**src/rtl/noise_pkg.sv**
```systemverilog
package noise_pkg;

  typedef enum logic {
    MODE_PERIODIC = 1'b0,
    MODE_WHITE    = 1'b1
  } noise_mode_e;

  typedef struct packed {
    noise_mode_e mode;
    logic [1:0]  rate;
  } noise_ctl_t;

  localparam logic [1:0] RATE_TONE2 = 2'd3;
  localparam int         ATTEN_W    = 4;

endpackage

```
**src/rtl/noise_rate_div.sv**
```systemverilog
module noise_rate_div
  import noise_pkg::*;
#(
  parameter int DIV_BASE = 32
) (
  input  logic       clk,
  input  logic       rst_n,
  input  logic       restart_i,
  input  logic [1:0] rate_i,
  input  logic       tick_en_i,
  input  logic       tone2_pulse_i,
  output logic       shift_o
);

  localparam int MAX_PERIOD = DIV_BASE * 4;
  localparam int CNT_W      = $clog2(MAX_PERIOD) + 1;

  logic [CNT_W-1:0] cnt_q;
  logic [CNT_W-1:0] period_m1;
  logic             use_tone2;
  logic             wrap;

  always_comb begin
    use_tone2 = (rate_i == RATE_TONE2);
    period_m1 = (CNT_W'(DIV_BASE) << rate_i) - CNT_W'(1);
    wrap      = tick_en_i && (cnt_q == period_m1);
    shift_o   = use_tone2 ? tone2_pulse_i : wrap;
  end

  always_ff @(posedge clk or negedge rst_n) begin
    if (!rst_n) begin
      cnt_q <= '0;
    end else if (restart_i || use_tone2) begin
      cnt_q <= '0;
    end else if (tick_en_i) begin
      cnt_q <= wrap ? '0 : cnt_q + CNT_W'(1);
    end
  end

  // the tick counter never passes the selected period
  p_cnt_range_r2: assert property (@(posedge clk) disable iff (!rst_n)
    !use_tone2 |-> (cnt_q <= period_m1));

  // in tone-2 rate, only the expiry pulse produces a shift
  p_tone2_only_r3: assert property (@(posedge clk) disable iff (!rst_n)
    (use_tone2 && !tone2_pulse_i) |-> !shift_o);

  // no tick, no progress
  p_tick_gate_r9: assert property (@(posedge clk) disable iff (!rst_n)
    (!use_tone2 && !tick_en_i && !restart_i) |=> $stable(cnt_q));

endmodule

```
**src/rtl/noise_lfsr.sv**
```systemverilog
module noise_lfsr #(
  parameter int WIDTH = 15
) (
  input  logic clk,
  input  logic rst_n,
  input  logic seed_i,
  input  logic shift_i,
  input  logic white_i,
  output logic bit_o
);

  localparam logic [WIDTH-1:0] SEED = {1'b1, {(WIDTH-1){1'b0}}};

  logic [WIDTH-1:0] state_q;
  logic             fb;

  always_comb begin
    fb    = white_i ? (state_q[0] ^ state_q[1]) : state_q[0];
    bit_o = state_q[0];
  end

  always_ff @(posedge clk or negedge rst_n) begin
    if (!rst_n) begin
      state_q <= SEED;
    end else if (seed_i) begin
      state_q <= SEED;
    end else if (shift_i) begin
      state_q <= {fb, state_q[WIDTH-1:1]};
    end
  end

  // any write leaves the seed in the register, whatever the shift strobe does
  p_reseed_r6: assert property (@(posedge clk) disable iff (!rst_n)
    seed_i |=> (state_q == SEED));

  // no strobe and no write keep the register unchanged
  p_hold_r9: assert property (@(posedge clk) disable iff (!rst_n)
    (!seed_i && !shift_i) |=> $stable(state_q));

  // a periodic shift only rotates, so the number of ones is preserved
  p_rot_ones_r4: assert property (@(posedge clk) disable iff (!rst_n)
    (shift_i && !seed_i && !white_i) |=>
      ($countones(state_q) == $countones($past(state_q))));

  // the register never locks up at all zeros
  p_nonzero_r5: assert property (@(posedge clk) disable iff (!rst_n)
    state_q != '0);

endmodule

```
**src/rtl/noise_amp.sv**
```systemverilog
module noise_amp
  import noise_pkg::*;
#(
  parameter int AMP_W = 8
) (
  input  logic [ATTEN_W-1:0] atten_i,
  input  logic               bit_i,
  output logic [AMP_W-1:0]   amp_o
);

  localparam int ATT_MAX  = (1 << ATTEN_W) - 1;
  localparam int LVL_STEP = ((1 << AMP_W) - 1) / ATT_MAX;

  logic [ATTEN_W-1:0] gain;
  logic [AMP_W-1:0]   level;

  always_comb begin
    gain  = ATTEN_W'(ATT_MAX) - atten_i;
    level = AMP_W'(gain) * AMP_W'(LVL_STEP);
    amp_o = bit_i ? level : '0;
  end

endmodule

```
**src/rtl/noise_chan.sv**
```systemverilog
module noise_chan
  import noise_pkg::*;
#(
  parameter int LFSR_W   = 15,
  parameter int DIV_BASE = 32,
  parameter int AMP_W    = 8
) (
  input  logic             clk,
  input  logic             rst_n,
  input  logic             tick_en,
  input  logic             tone2_pulse,
  input  logic             ctl_we,
  input  logic [2:0]       ctl_val,
  input  logic [3:0]       atten,
  output logic [AMP_W-1:0] amp_o
);

  noise_ctl_t ctl_q;
  logic       shift;
  logic       lsb;

  always_ff @(posedge clk or negedge rst_n) begin
    if (!rst_n) begin
      ctl_q <= '{mode: MODE_PERIODIC, rate: 2'd0};
    end else if (ctl_we) begin
      ctl_q <= noise_ctl_t'(ctl_val);
    end
  end

  noise_rate_div #(.DIV_BASE(DIV_BASE)) div_i (
    .clk          (clk),
    .rst_n        (rst_n),
    .restart_i    (ctl_we),
    .rate_i       (ctl_q.rate),
    .tick_en_i    (tick_en),
    .tone2_pulse_i(tone2_pulse),
    .shift_o      (shift)
  );

  noise_lfsr #(.WIDTH(LFSR_W)) lfsr_i (
    .clk    (clk),
    .rst_n  (rst_n),
    .seed_i (ctl_we),
    .shift_i(shift),
    .white_i(ctl_q.mode == MODE_WHITE),
    .bit_o  (lsb)
  );

  noise_amp #(.AMP_W(AMP_W)) amp_i (
    .atten_i(atten),
    .bit_i  (lsb),
    .amp_o  (amp_o)
  );

  // unipolar output, zero whenever the register bit is low
  p_zero_when_low_r7: assert property (@(posedge clk) disable iff (!rst_n)
    !lsb |-> (amp_o == '0));

  // full scale at zero attenuation when the bit is high
  p_full_scale_r7: assert property (@(posedge clk) disable iff (!rst_n)
    (lsb && atten == 4'd0) |-> (amp_o == {AMP_W{1'b1}}));

  // the cycle after a write the output is low
  p_write_silent_r6: assert property (@(posedge clk) disable iff (!rst_n)
    ctl_we |=> (amp_o == '0));

endmodule

```
**config.mk**
```make
export PLATFORM = sky130hd
export DESIGN_NAME = noise_chan
export DESIGN_NICKNAME = d
export VERILOG_FILES = /design/src/rtl/noise_pkg.sv /design/src/rtl/noise_rate_div.sv /design/src/rtl/noise_lfsr.sv /design/src/rtl/noise_amp.sv /design/src/rtl/noise_chan.sv
export SDC_FILE = /design/constraint.sdc
export NUM_CORES = 1
export LEC_CHECK = 0
export BUFFER_PORTS_ARGS = -buffer_cell sky130_fd_sc_hd__buf_2
export CORE_ASPECT_RATIO = 0.7
export CORE_MARGIN = 1.5
export CORE_UTILIZATION = 55
export CTS_CLUSTER_SIZE = 8
export DETAILED_ROUTE_END_ITERATION = 16
export PLACE_DENSITY = 0.77
export SKIP_CTS_REPAIR_TIMING = 1
export SLEW_MARGIN = 0
export SYNTH_ARGS = -nofsm -noshare
export SYNTH_HDL_FRONTEND = slang
export SYNTH_SLANG_ARGS = --single-unit
```
**constraint.sdc**
```tcl
create_clock -name clk -period 2.12 [get_ports clk]
set_input_delay 0.212 -clock clk [delete_from_list [all_inputs] [get_ports clk]]
set_output_delay 0.212 -clock clk [all_outputs]
set_load 0.01 [all_outputs]
```
Yosys cells after proc, flatten, opt, wreduce, memory -nomap -nowiden --
Cells that the tools add are included.
Operators by class: add/sub/neg operators 3, multipliers 1, equality and inequality tests 2, shifts and indexed selects 1, multiplexer cells 8, bitwise gates (word level) 1, reduce and logical (&&, ||, !) cells 4
Operators with widths (number):
- $mux W8 | 4
- $mux W15 | 2
- $add A8 B1 Y8 const B | 1
- $eq A8 B8 Y1 | 1
- $mul A4 B5 Y8 const B | 1
- $shl A6 B2 Y8 const A | 1
- $sub A8 B2 Y8 const B | 1
- $reduce_bool A2 Y1 | 2
- $sub A4 B4 Y4 const A | 1
- $eq A2 B2 Y1 const B | 1
- $mux W1 | 2
- $logic_and A1 B1 Y1 | 1
- $logic_or A1 B1 Y1 | 1
- $xor A1 B1 Y1 | 1
Storage, ports and cells: flip-flop bits (word level) 26, input port bits 12, logic and storage cells 24

Longest topological paths before layout --
Gate-level depths: netlist of the first run.
depth after elaboration 7, depth in mapped cells 6

Cells and area by module --
From an unflattened synthesis of the first run, not the netlist that was laid out.
Second synthesis, totals: cells, all modules 120, area, all modules 1331.3 um^2
By module, submodules not included:
- noise_lfsr | times used 1, cells each 52, area an instance 649.4 um^2, seq. area each 376.6 um^2
- noise_rate_div | times used 1, cells each 54, area an instance 508.0 um^2, seq. area each 200.2 um^2
- noise_chan | times used 1, cells each 6, area an instance 108.9 um^2, seq. area each 75.1 um^2
- noise_amp | times used 1, cells each 8, area an instance 65.1 um^2, seq. area each 0.0 um^2

Least setup slack after synthesis of the first run --
Ideal clock, no wire load.
path kind register to register, start point register ctl_q[0] (netlist bit), end point register lfsr_i.state_q[0], setup time 125 ps, arrival time 1755 ps, data required time 1995 ps, slack 240 ps, cell stages (with the launch flop) 7, path buffers 1, clock period less this slack 1880 ps, path through dfrtp_1 -> and2_4 -> o21ai_0 -> nand4_1 -> o31ai_4 -> buf_12 -> mux2_4
On the way: word-level cells in the longest chain between the ends 6
Ends and longest elaborated chain:
- from (decl) | RTL line noise_chan.sv:18 | noise_ctl_t ctl_q;
- from (signal assigned) | RTL line noise_chan.sv:24 | ctl_q <= '{mode: MODE_PERIODIC, rate: 2'd0};
- from (signal assigned) | RTL line noise_chan.sv:26 | ctl_q <= noise_ctl_t'(ctl_val);
- $shl A6 B2 Y8 | RTL line noise_rate_div.sv:25 | period_m1 = (CNT_W'(DIV_BASE) << rate_i) - CNT_W'(1);
- $sub A8 B2 Y8 | RTL line noise_rate_div.sv:25
- $eq A8 B8 Y1 | RTL line noise_rate_div.sv:26 | wrap = tick_en_i && (cnt_q == period_m1);
- $logic_and A1 B1 Y1 | RTL line noise_rate_div.sv:26
- $mux W1 (*) | RTL line noise_rate_div.sv:27 | shift_o = use_tone2 ? tone2_pulse_i : wrap;
- $reduce_bool A2 Y1 (no line) (*)
- to (signal assigned) | RTL line noise_lfsr.sv:28 | state_q <= {fb, state_q[WIDTH-1:1]};
- to (decl) | RTL line noise_lfsr.sv:14 | logic [WIDTH-1:0] state_q;
Every way passes the cells marked *; elsewhere a longest branch is shown, timed or not. A chain may end at the register's enable or synchronous reset.

Final worst setup path of the first run --
start point register ctl_q[0] (netlist bit), end point register lfsr_i.state_q[2]
The elaborated chain is that of the path after synthesis.

==> results_dict.tcl, run 1 <==
set metrics [dict create \
    outcome "complete, no violations" \
    final_nets 151 \
    n_antenna_cell 0 \
    syn-instance-count 119 \
    fin_crit_sh 0.905 \
    dp_slack_ps 200 \
    critPathSlowestCell "dfrtp_1" \
    antenna_found_initial 0 \
    tns_ps 0 \
    cp.arrival_ps 2130 \
    ys_seq_elements 26 \
    leakagePower_uw 0.000744 \
    vias_per_cell 5.14 \
    start_util 0.608 \
    cts_root_buf "clkbuf_4" \
    synth-main-ff-cell "dfrtp_1" \
    min_path_type "input port to flip-flop" \
    cp-end-kind "flip-flop" \
    r2r_end "lfsr_i.state_q[2]" \
    track_usage 0.194 \
    drtIter0Drc 73 \
    synth_fa_ha_area_frac 0.00911 \
    synthesis.area_um2 1370 \
    globalplace.congestion 0.856 \
    vias 869 \
    min_from "ctl_val[2]" \
    r2r_setup_slack_ps 200 \
    synth_compound_area_frac 0.0829 \
    synthArstFlopShare 1.00 \
    cp-start-kind "flip-flop" \
    synth_edf_count 0 \
    fin_area_um2 1520 \
    ctsLongestPathBuffers 2 \
    finalHoldViolations 0 \
    synth_cell_types 32 \
    muxShareOfSynthArea 0.170 \
    cts_tree "done" \
    path_depth 6 \
    timing.rr.start "ctl_q[0]" \
    htree_levels 1 \
    max-vdd-ir-drop_v 0.000618 \
    die_h_um 44.8 \
    yosys_warnings 0 \
    ys_seq_area_frac 0.474 \
    dp_hpwl_um 1720 \
    tightest_slew_ps 579 \
    placedInstanceArea_um2 1470 \
    routed_wl_um 2330 \
    die_w_um 62.7 \
    overflow 0 \
    rsz0062_at_grt "no" \
    timing.final.max_slew_violations 0 \
    max_freq_ghz 0.521 \
    grt_pass1_wl_um 4060 \
    layout_min_cycle_time_ps 1920 \
    max-slew-margin-rel 0.614 \
    criticalPathCategory "flip-flop to flip-flop" \
    n_fill_cell 166 \
    crit_path_max_fanout 15 \
    cp_top_family "flip-flops" \
    post-route-drc-count 0 \
    postRouteAntennaNets 0 \
    synth_top_family_by_area "multiplexers" \
    synth_xor_area_frac 0.0383 \
    grt_max_degree 27 \
    fin_ws_ps 200 \
    firstDrtPassIters 4 \
    setup_viol 0 \
    p_per_area_nw_per_um2 588 \
    skew_ps 14.8 \
    required_ps 2330 \
    cts_buffers 3 \
    synth-simple-area-share 0.167 \
    hold_slack_ps 124 \
    synth_fp_nets 132 \
    clock_latency_ps 320 \
    wl_per_cell_um 13.8 \
    port_buffers 19 \
    worstHoldEndpoint "ctl_q[2]" \
    rows 14 \
    crit_chain "and2_4, o21ai_0, nand4_1, o31ai_4, buf_12, mux2_2" \
    grt_pass1_vias 850 \
    maxCapViolations 0 \
    drive_gt1_frac 0.336 \
    r2r_cells 6 \
    syn_to_final_growth_pct 10.5 \
    min_path_cells 2 \
    dieArea_um2 2810 \
    syn_area_per_cell_um2 11.5 \
    pin_count 20 \
    post-route-util 0.672 \
    core_um2 2260 \
    cpPeakStageDelay_ps 470 \
    clk_pin_slew_ps 130 \
    crit_buf_inv 1 \
    clock-sinks 26 \
]
## cell usage after synthesis (all sizes together), types with 3 or more instances
library cell	instances	area, um^2
dfrtp	25	626
nor2b	19	119
mux2	16	214
nor2	10	37.5
inv	6	22.5
buf	5	50.1
nand2	5	18.8
nand3	3	15.0
nand4	3	18.8
o21ai	3	15.0
xnor2	3	26.3
xor2	3	26.3
## layer usage
| layer | vias up | GRT usage | part of all wire |
|---|---|---|---|
| met4 | 0 | 0.0533 | 0.0077 |
| met1 | 423 | 0.265 | 0.51 |
| met5 | - | 0 | 0 |
| met3 | 2 | 0.0524 | 0.025 |
| met2 | 9 | 0.314 | 0.45 |
| li1 | 435 | - | - |
## how the worst max path moves through the flow
stage	slack (ps)	to	startpoint
global route	110	lfsr_i.state_q[2]	ctl_q[1]
finish	200	lfsr_i.state_q[2]	ctl_q[0]
global placement	290	lfsr_i.state_q[2]	ctl_q[0]
CTS	190	lfsr_i.state_q[2]	ctl_q[0]
floorplan	240	lfsr_i.state_q[0]	ctl_q[0]
detailed placement	200	lfsr_i.state_q[2]	ctl_q[0]
## layout make-up
type | count | area [um^2] | area share
sequential | 26 | 652 | 0.430
timing repair buffer | 21 | 125 | 0.0824
inverter | 6 | 22.5 | 0.0148
clock buffer | 4 | 36.3 | 0.0239
multi-input combinational | 80 | 642 | 0.423
tap | 32 | 40.0 | 0.0264
## stage by stage
stage,instances,total power (uW)
CTS,168,901
global placement,164,647
global route,169,935
detailed placement,164,653
floorplan,119,616
finish,169,892
## sequential cells by signal (all words and copies together) (netlist names)
signal	cells
lfsr_i.state_q	15
div_i.cnt_q	8
ctl_q	3
## where the power goes
part,internal [uW],switching [uW]
Clock,105,143
Combinational,55.4,56.1
Sequential,516,16.3
## placed cells by master, fill, tap and decap left out, types with 2 or more instances in the layout
master     n
buf_2     19
mux2_4     9
xor2_1     3
nand4_1    3
clkbuf_4   3
inv_1      5
o21ai_0    2
nor2_1    10
mux2_2     7
mux2i_1    2
nand3_1    3
xnor2_1    3
dfrtp_1   25
nand2_1    5
nor2b_1   19
## logic make-up (layout without fill, tap and decap cells)
logic type | count (synthesis) | after routing
buffers and inverters | 13 | 31
XOR/XNOR | 6 | 6
flip-flops | 26 | 26
multiplexers | 18 | 18
AND/OR/NAND/NOR | 43 | 43
adder cells (fa/ha/maj) | 1 | 1
AO/OA/AOI/OAI | 12 | 12
Note: power is estimated with default switching activity, not from simulation.
==> run 2: changes to the inputs <==
RECOVER_POWER = 25   (was default)
==> run 2 against run 1 <==
Non-clock buffer count unchanged. Combinational power about the same. Die area unchanged. Critical path type unchanged. Largest cell class unchanged.
==> results_dict.tcl, run 2 (synthesized netlist as in run 1, its figures left out) <==
set metrics [dict create \
    max-slew-margin-rel 0.0700 \
    final_nets 151 \
    clk_pin_slew_ps 130 \
    min_path_type "input port to flip-flop" \
    pin_count 20 \
    outcome "complete, no violations" \
    place_inst 164 \
    cp.arrival_ps 2130 \
    rows 14 \
    syn_to_final_growth_pct 10.4 \
    grt_pass1_vias 850 \
    die_h_um 44.8 \
    required_ps 2330 \
    globalplace.congestion 0.856 \
    dieArea_um2 2810 \
    r2r_cells 6 \
    track_usage 0.194 \
    drive_gt1_frac 0.328 \
    die_w_um 62.7 \
    crit_chain "and2_4, o21ai_0, nand4_1, o31ai_4, buf_12, mux2_2" \
    vias_per_cell 5.16 \
    rsz0062_at_grt "no" \
    r2r_end "lfsr_i.state_q[2]" \
    fin_cells 169 \
    critPathLaunch "ctl_q[0]" \
    min_from "ctl_val[2]" \
    timing.rr.start "ctl_q[0]" \
    wl_per_cell_um 13.8 \
    firstDrtPassIters 4 \
    critPathSlowestCell "dfrtp_1" \
    drtIter0Drc 73 \
    r2r_setup_slack_ps 200 \
    cts_root_buf "clkbuf_4" \
    antenna_found_initial 0 \
    start_util 0.608 \
    tns_ps 0 \
    overflow 0 \
    fin_crit_sh 0.905 \
    tightest_slew_ps 1400 \
    htree_levels 1 \
    cpPeakStageDelay_ps 470 \
    maxCapViolations 0 \
    largest_reg_flops 15 \
    core_um2 2260 \
    n_antenna_cell 0 \
    min_path_cells 2 \
    leakagePower_uw 0.000741 \
    worstHoldEndpoint "ctl_q[2]" \
    layout_min_cycle_time_ps 1920 \
    cp-start-kind "flip-flop" \
    p_per_area_nw_per_um2 588 \
    final_cell_mix "dfrtp_1 (25), nor2b_1 (19), buf_2 (18)" \
    grt_max_degree 27 \
    max_flop_register "lfsr_i.state_q" \
    cp-end-kind "flip-flop" \
    port_buffers 19 \
    timing.final.max_slew_violations 0 \
    clock_latency_ps 320 \
    setup_viol 0 \
    vias 872 \
    finalHoldViolations 0 \
    cts_tree "done" \
    post-route-drc-count 0 \
    routed_wl_um 2330 \
    crit_path_max_fanout 15 \
    ctsLongestPathBuffers 2 \
    max_freq_ghz 0.521 \
    cts_buffers 3 \
    n_fill_cell 167 \
    skew_ps 14.8 \
    clock-sinks 26 \
    postRouteAntennaNets 0 \
    max-vdd-ir-drop_v 0.000618 \
    criticalPathCategory "flip-flop to flip-flop" \
    dp_hpwl_um 1720 \
    grt_pass1_wl_um 4060 \
    reg.largest.list "lfsr_i.state_q: 15 flops, div_i.cnt_q: 8 flops, ctl_q: 3 flops" \
    mostFrequentLayoutCell "dfrtp_1" \
]
run 2: worst max-delay path by stage:
stage | depth (start not counted) | endpoint
2_1_floorplan | 6 | lfsr_i.state_q[0]
3_3_place_gp | 6 | lfsr_i.state_q[2]
3_5_place_dp | 6 | lfsr_i.state_q[2]
4_1_cts | 6 | lfsr_i.state_q[2]
5_1_grt | 6 | lfsr_i.state_q[2]
6_report | 6 | lfsr_i.state_q[2]
run 2: stage by stage:
step / total power [uW] / hold WS, ps / util / cell area (um^2) / setup slack (ps)
2_1_floorplan: 616 / -83.6 / - / 1370 / 240
3_3_place_gp: 647 / 234 / 0.651 / 1470 / 287
3_5_place_dp: 653 / 243 / 0.651 / 1470 / 200
4_1_cts: 901 / -132 / 0.667 / 1510 / 186
5_1_grt: 935 / 107 / 0.671 / 1520 / 112
6_report: 892 / 124 / 0.671 / 1520 / 200
run 2: power breakdown:
| part | switching (uW) | leakage (uW) | total (uW) | internal [uW] |
|---|---|---|---|---|
| clock network | 143 | 0.0000210 | 248 | 105 |
| registers | 16.3 | 0.000350 | 532 | 516 |
| logic | 56.3 | 0.000369 | 111 | 55.2 |
| total | 215 | 0.000741 | 892 | 676 |
run 2: final cells by class:
cell class,instances,area [um^2],area share
multi-input cells,80,642,0.423
clock buffers,4,36.3,0.0239
inverters,6,22.5,0.0149
repair buffers,21,124,0.0817
well taps,32,40.0,0.0264
flip-flops and latches,26,652,0.430
run 2: metal layers:
layer / share of wire / track usage
met5: 0 / 0
met4: 0.0077 / 0.0533
met3: 0.025 / 0.0524
met2: 0.45 / 0.314
met1: 0.51 / 0.265
run 2: critical path: cells and delay by family, from the launching register on:
family	cells	cell delay, ps
buffers and inverters	1	200
multiplexers	1	350
AND/OR/NAND/NOR	2	400
AO/OA/AOI/OAI	2	410
flip-flops	1	470
==> run 3: changes to the inputs <==
CORE_ASPECT_RATIO = default   (was 0.7)
clock period = 2 ns   (was 2.12 ns; I/O delays follow)
==> run 3 against run 2 <==
Count of clock-buffer cells in the layout is the same. Setup slack lost 160 ps. Fmax shrank 1.9%. Wire length shrank 0.90%. Critical endpoint is now lfsr_i.state_q[9]. Largest cell class unchanged. Largest power group unchanged.
==> results_dict.tcl, run 3 (synthesized netlist as in run 1, its figures left out) <==
set metrics [dict create \
    outcome "complete, no violations" \
    grt_max_degree 27 \
    leakagePower_uw 0.000759 \
    vias 901 \
    n_antenna_cell 0 \
    rsz0062_at_grt "yes" \
    cp-end-kind "flip-flop" \
    cts_tree "done" \
    cp.arrival_ps 2190 \
    cts_root_buf "clkbuf_4" \
    overflow 0 \
    r2r_end "lfsr_i.state_q[9]" \
    clk_pin_slew_ps 140 \
    max_freq_ghz 0.511 \
    routed_wl_um 2310 \
    pwr-share-clk 0.278 \
    dr_wl_met3_um 113 \
    grt_pass1_vias 851 \
    required_ps 2230 \
    ctsLongestPathBuffers 2 \
    crit_path_max_fanout 7 \
    fin_cells 168 \
    track_usage 0.196 \
    hold_slack_ps 99.2 \
    syn_to_final_growth_pct 13.5 \
    core_um2 2280 \
    max_flop_register "lfsr_i.state_q" \
    place_inst 160 \
    r2r_setup_slack_ps 40 \
    dp_hpwl_um 1560 \
    layout_min_cycle_time_ps 1960 \
    rows 17 \
    clock_latency_ps 330 \
    seqPwrFrac 0.588 \
    postRouteAntennaNets 0 \
    firstDrtPassIters 4 \
    route.met2.wl_um 1080 \
    grt_pass1_wl_um 3820 \
    min_path_type "input port to flip-flop" \
    vias_per_cell 5.36 \
    min_from "ctl_val[2]" \
    critPathLaunch "ctl_q[0]" \
    maxCapViolations 0 \
    antenna_found_initial 0 \
    htree_levels 1 \
    drive_gt1_frac 0.371 \
    n_fill_cell 162 \
    die_w_um 53.0 \
    dieArea_um2 2810 \
    reg.largest.list "lfsr_i.state_q: 15 flops, div_i.cnt_q: 8 flops, ctl_q: 3 flops" \
    cts_buffers 3 \
    criticalPathCategory "flip-flop to flip-flop" \
    timing.rr.start "ctl_q[0]" \
    final_nets 154 \
    r2r_cells 6 \
    timing.final.max_slew_violations 0 \
    cp-start-kind "flip-flop" \
    mostFrequentLayoutCell "dfrtp_1" \
    p_sw_uw 237 \
    final_cell_mix "dfrtp_1 (22), nor2b_1 (19), buf_2 (18)" \
    finalHoldViolations 0 \
    fin_crit_sh 0.979 \
    largest_reg_flops 15 \
    globalplace.congestion 0.888 \
    swShare 0.246 \
    maxUsedRoutingLayer "met4" \
    cp_top_family "compound AO/OA/AOI/OAI gates" \
    p_per_area_nw_per_um2 618 \
    skew_ps 7.16 \
    die_h_um 53.0 \
    worstHoldEndpoint "ctl_q[2]" \
    max-vdd-ir-drop_v 0.000434 \
    wl_per_cell_um 13.7 \
    cpPeakStageDelay_ps 480 \
    drtIter0Drc 6 \
    wl_met1_um 1060 \
    min_path_cells 2 \
    start_util 0.604 \
    power_frac_comb 0.134 \
    internal_power_uw 726 \
    post-route-util 0.685 \
    tightest_slew_ps 1360 \
    setup_viol 0 \
    crit_buf_inv 1 \
    crit_chain "and2_4, o21ai_2, nand4_1, o31ai_4, clkbuf_16, mux2_4" \
    clock-sinks 26 \
    post-route-drc-count 0 \
    port_buffers 19 \
    pin_count 20 \
    max-slew-margin-rel 0.0945 \
    critPathSlowestCell "dfrtp_2" \
]
run 3: changes by cell type in the layout (fill, tap and decap cells not counted):
cell,previous run,this run
clkbuf_16,0,1
o21ai_0,2,1
dfrtp_1,25,22
dfrtp_2,0,3
buf_4,0,2
o21ai_2,0,1
run 3: through the flow:
stage	power, uW	worst slack [ps]	instance area [um^2]	TNS [ps]
detailed placement	693	11.7	1470	0
finish	963	42.8	1560	0
floorplan	653	120	1370	0
CTS	972	-3.25	1500	-3.25
global placement	687	154	1470	0
global route	1010	-31.2	1560	-201
run 3: power groups by stage:
stage          registers, uW  clock network, uW  logic [uW]
2_1_floorplan            570                  0        83.3
3_3_place_gp             573                  0         114
3_5_place_dp             575                  0         117
4_1_cts                  566                288         118
5_1_grt                  570                300         140
6_report                 567                268         129
run 3: final cells by class:
type / count / area [um^2] / share of cell area
multi-input combinational: 80 / 646 / 0.414
sequential: 26 / 656 / 0.421
inverter: 6 / 22.5 / 0.0144
clock buffer: 4 / 36.3 / 0.0233
tap: 28 / 35.0 / 0.0225
timing repair buffer: 24 / 164 / 0.105
run 3: how the worst max path moves through the flow:
stage               cells past startpoint  slack (ps)                 to
floorplan                               6         120  lfsr_i.state_q[0]
global placement                        6         150  lfsr_i.state_q[6]
detailed placement                      6          10  lfsr_i.state_q[2]
CTS                                     6          -3  lfsr_i.state_q[2]
global route                            6         -30  lfsr_i.state_q[0]
finish                                  6          40  lfsr_i.state_q[9]
run 3: worst register-to-register path: stages, from the launching register on:
cell,delay (ps)
dfrtp_2,480
and2_4,200
o21ai_2,120
nand4_1,170
o31ai_4,390
clkbuf_16,230
mux2_4,300
run 3: per-layer routing:
layer / GRT usage / vias to the layer above
met3: 0.0339 / 5
met2: 0.323 / 24
met1: 0.238 / 433
met5: 0 / -
met4: 0.115 / 0
li1: - / 439
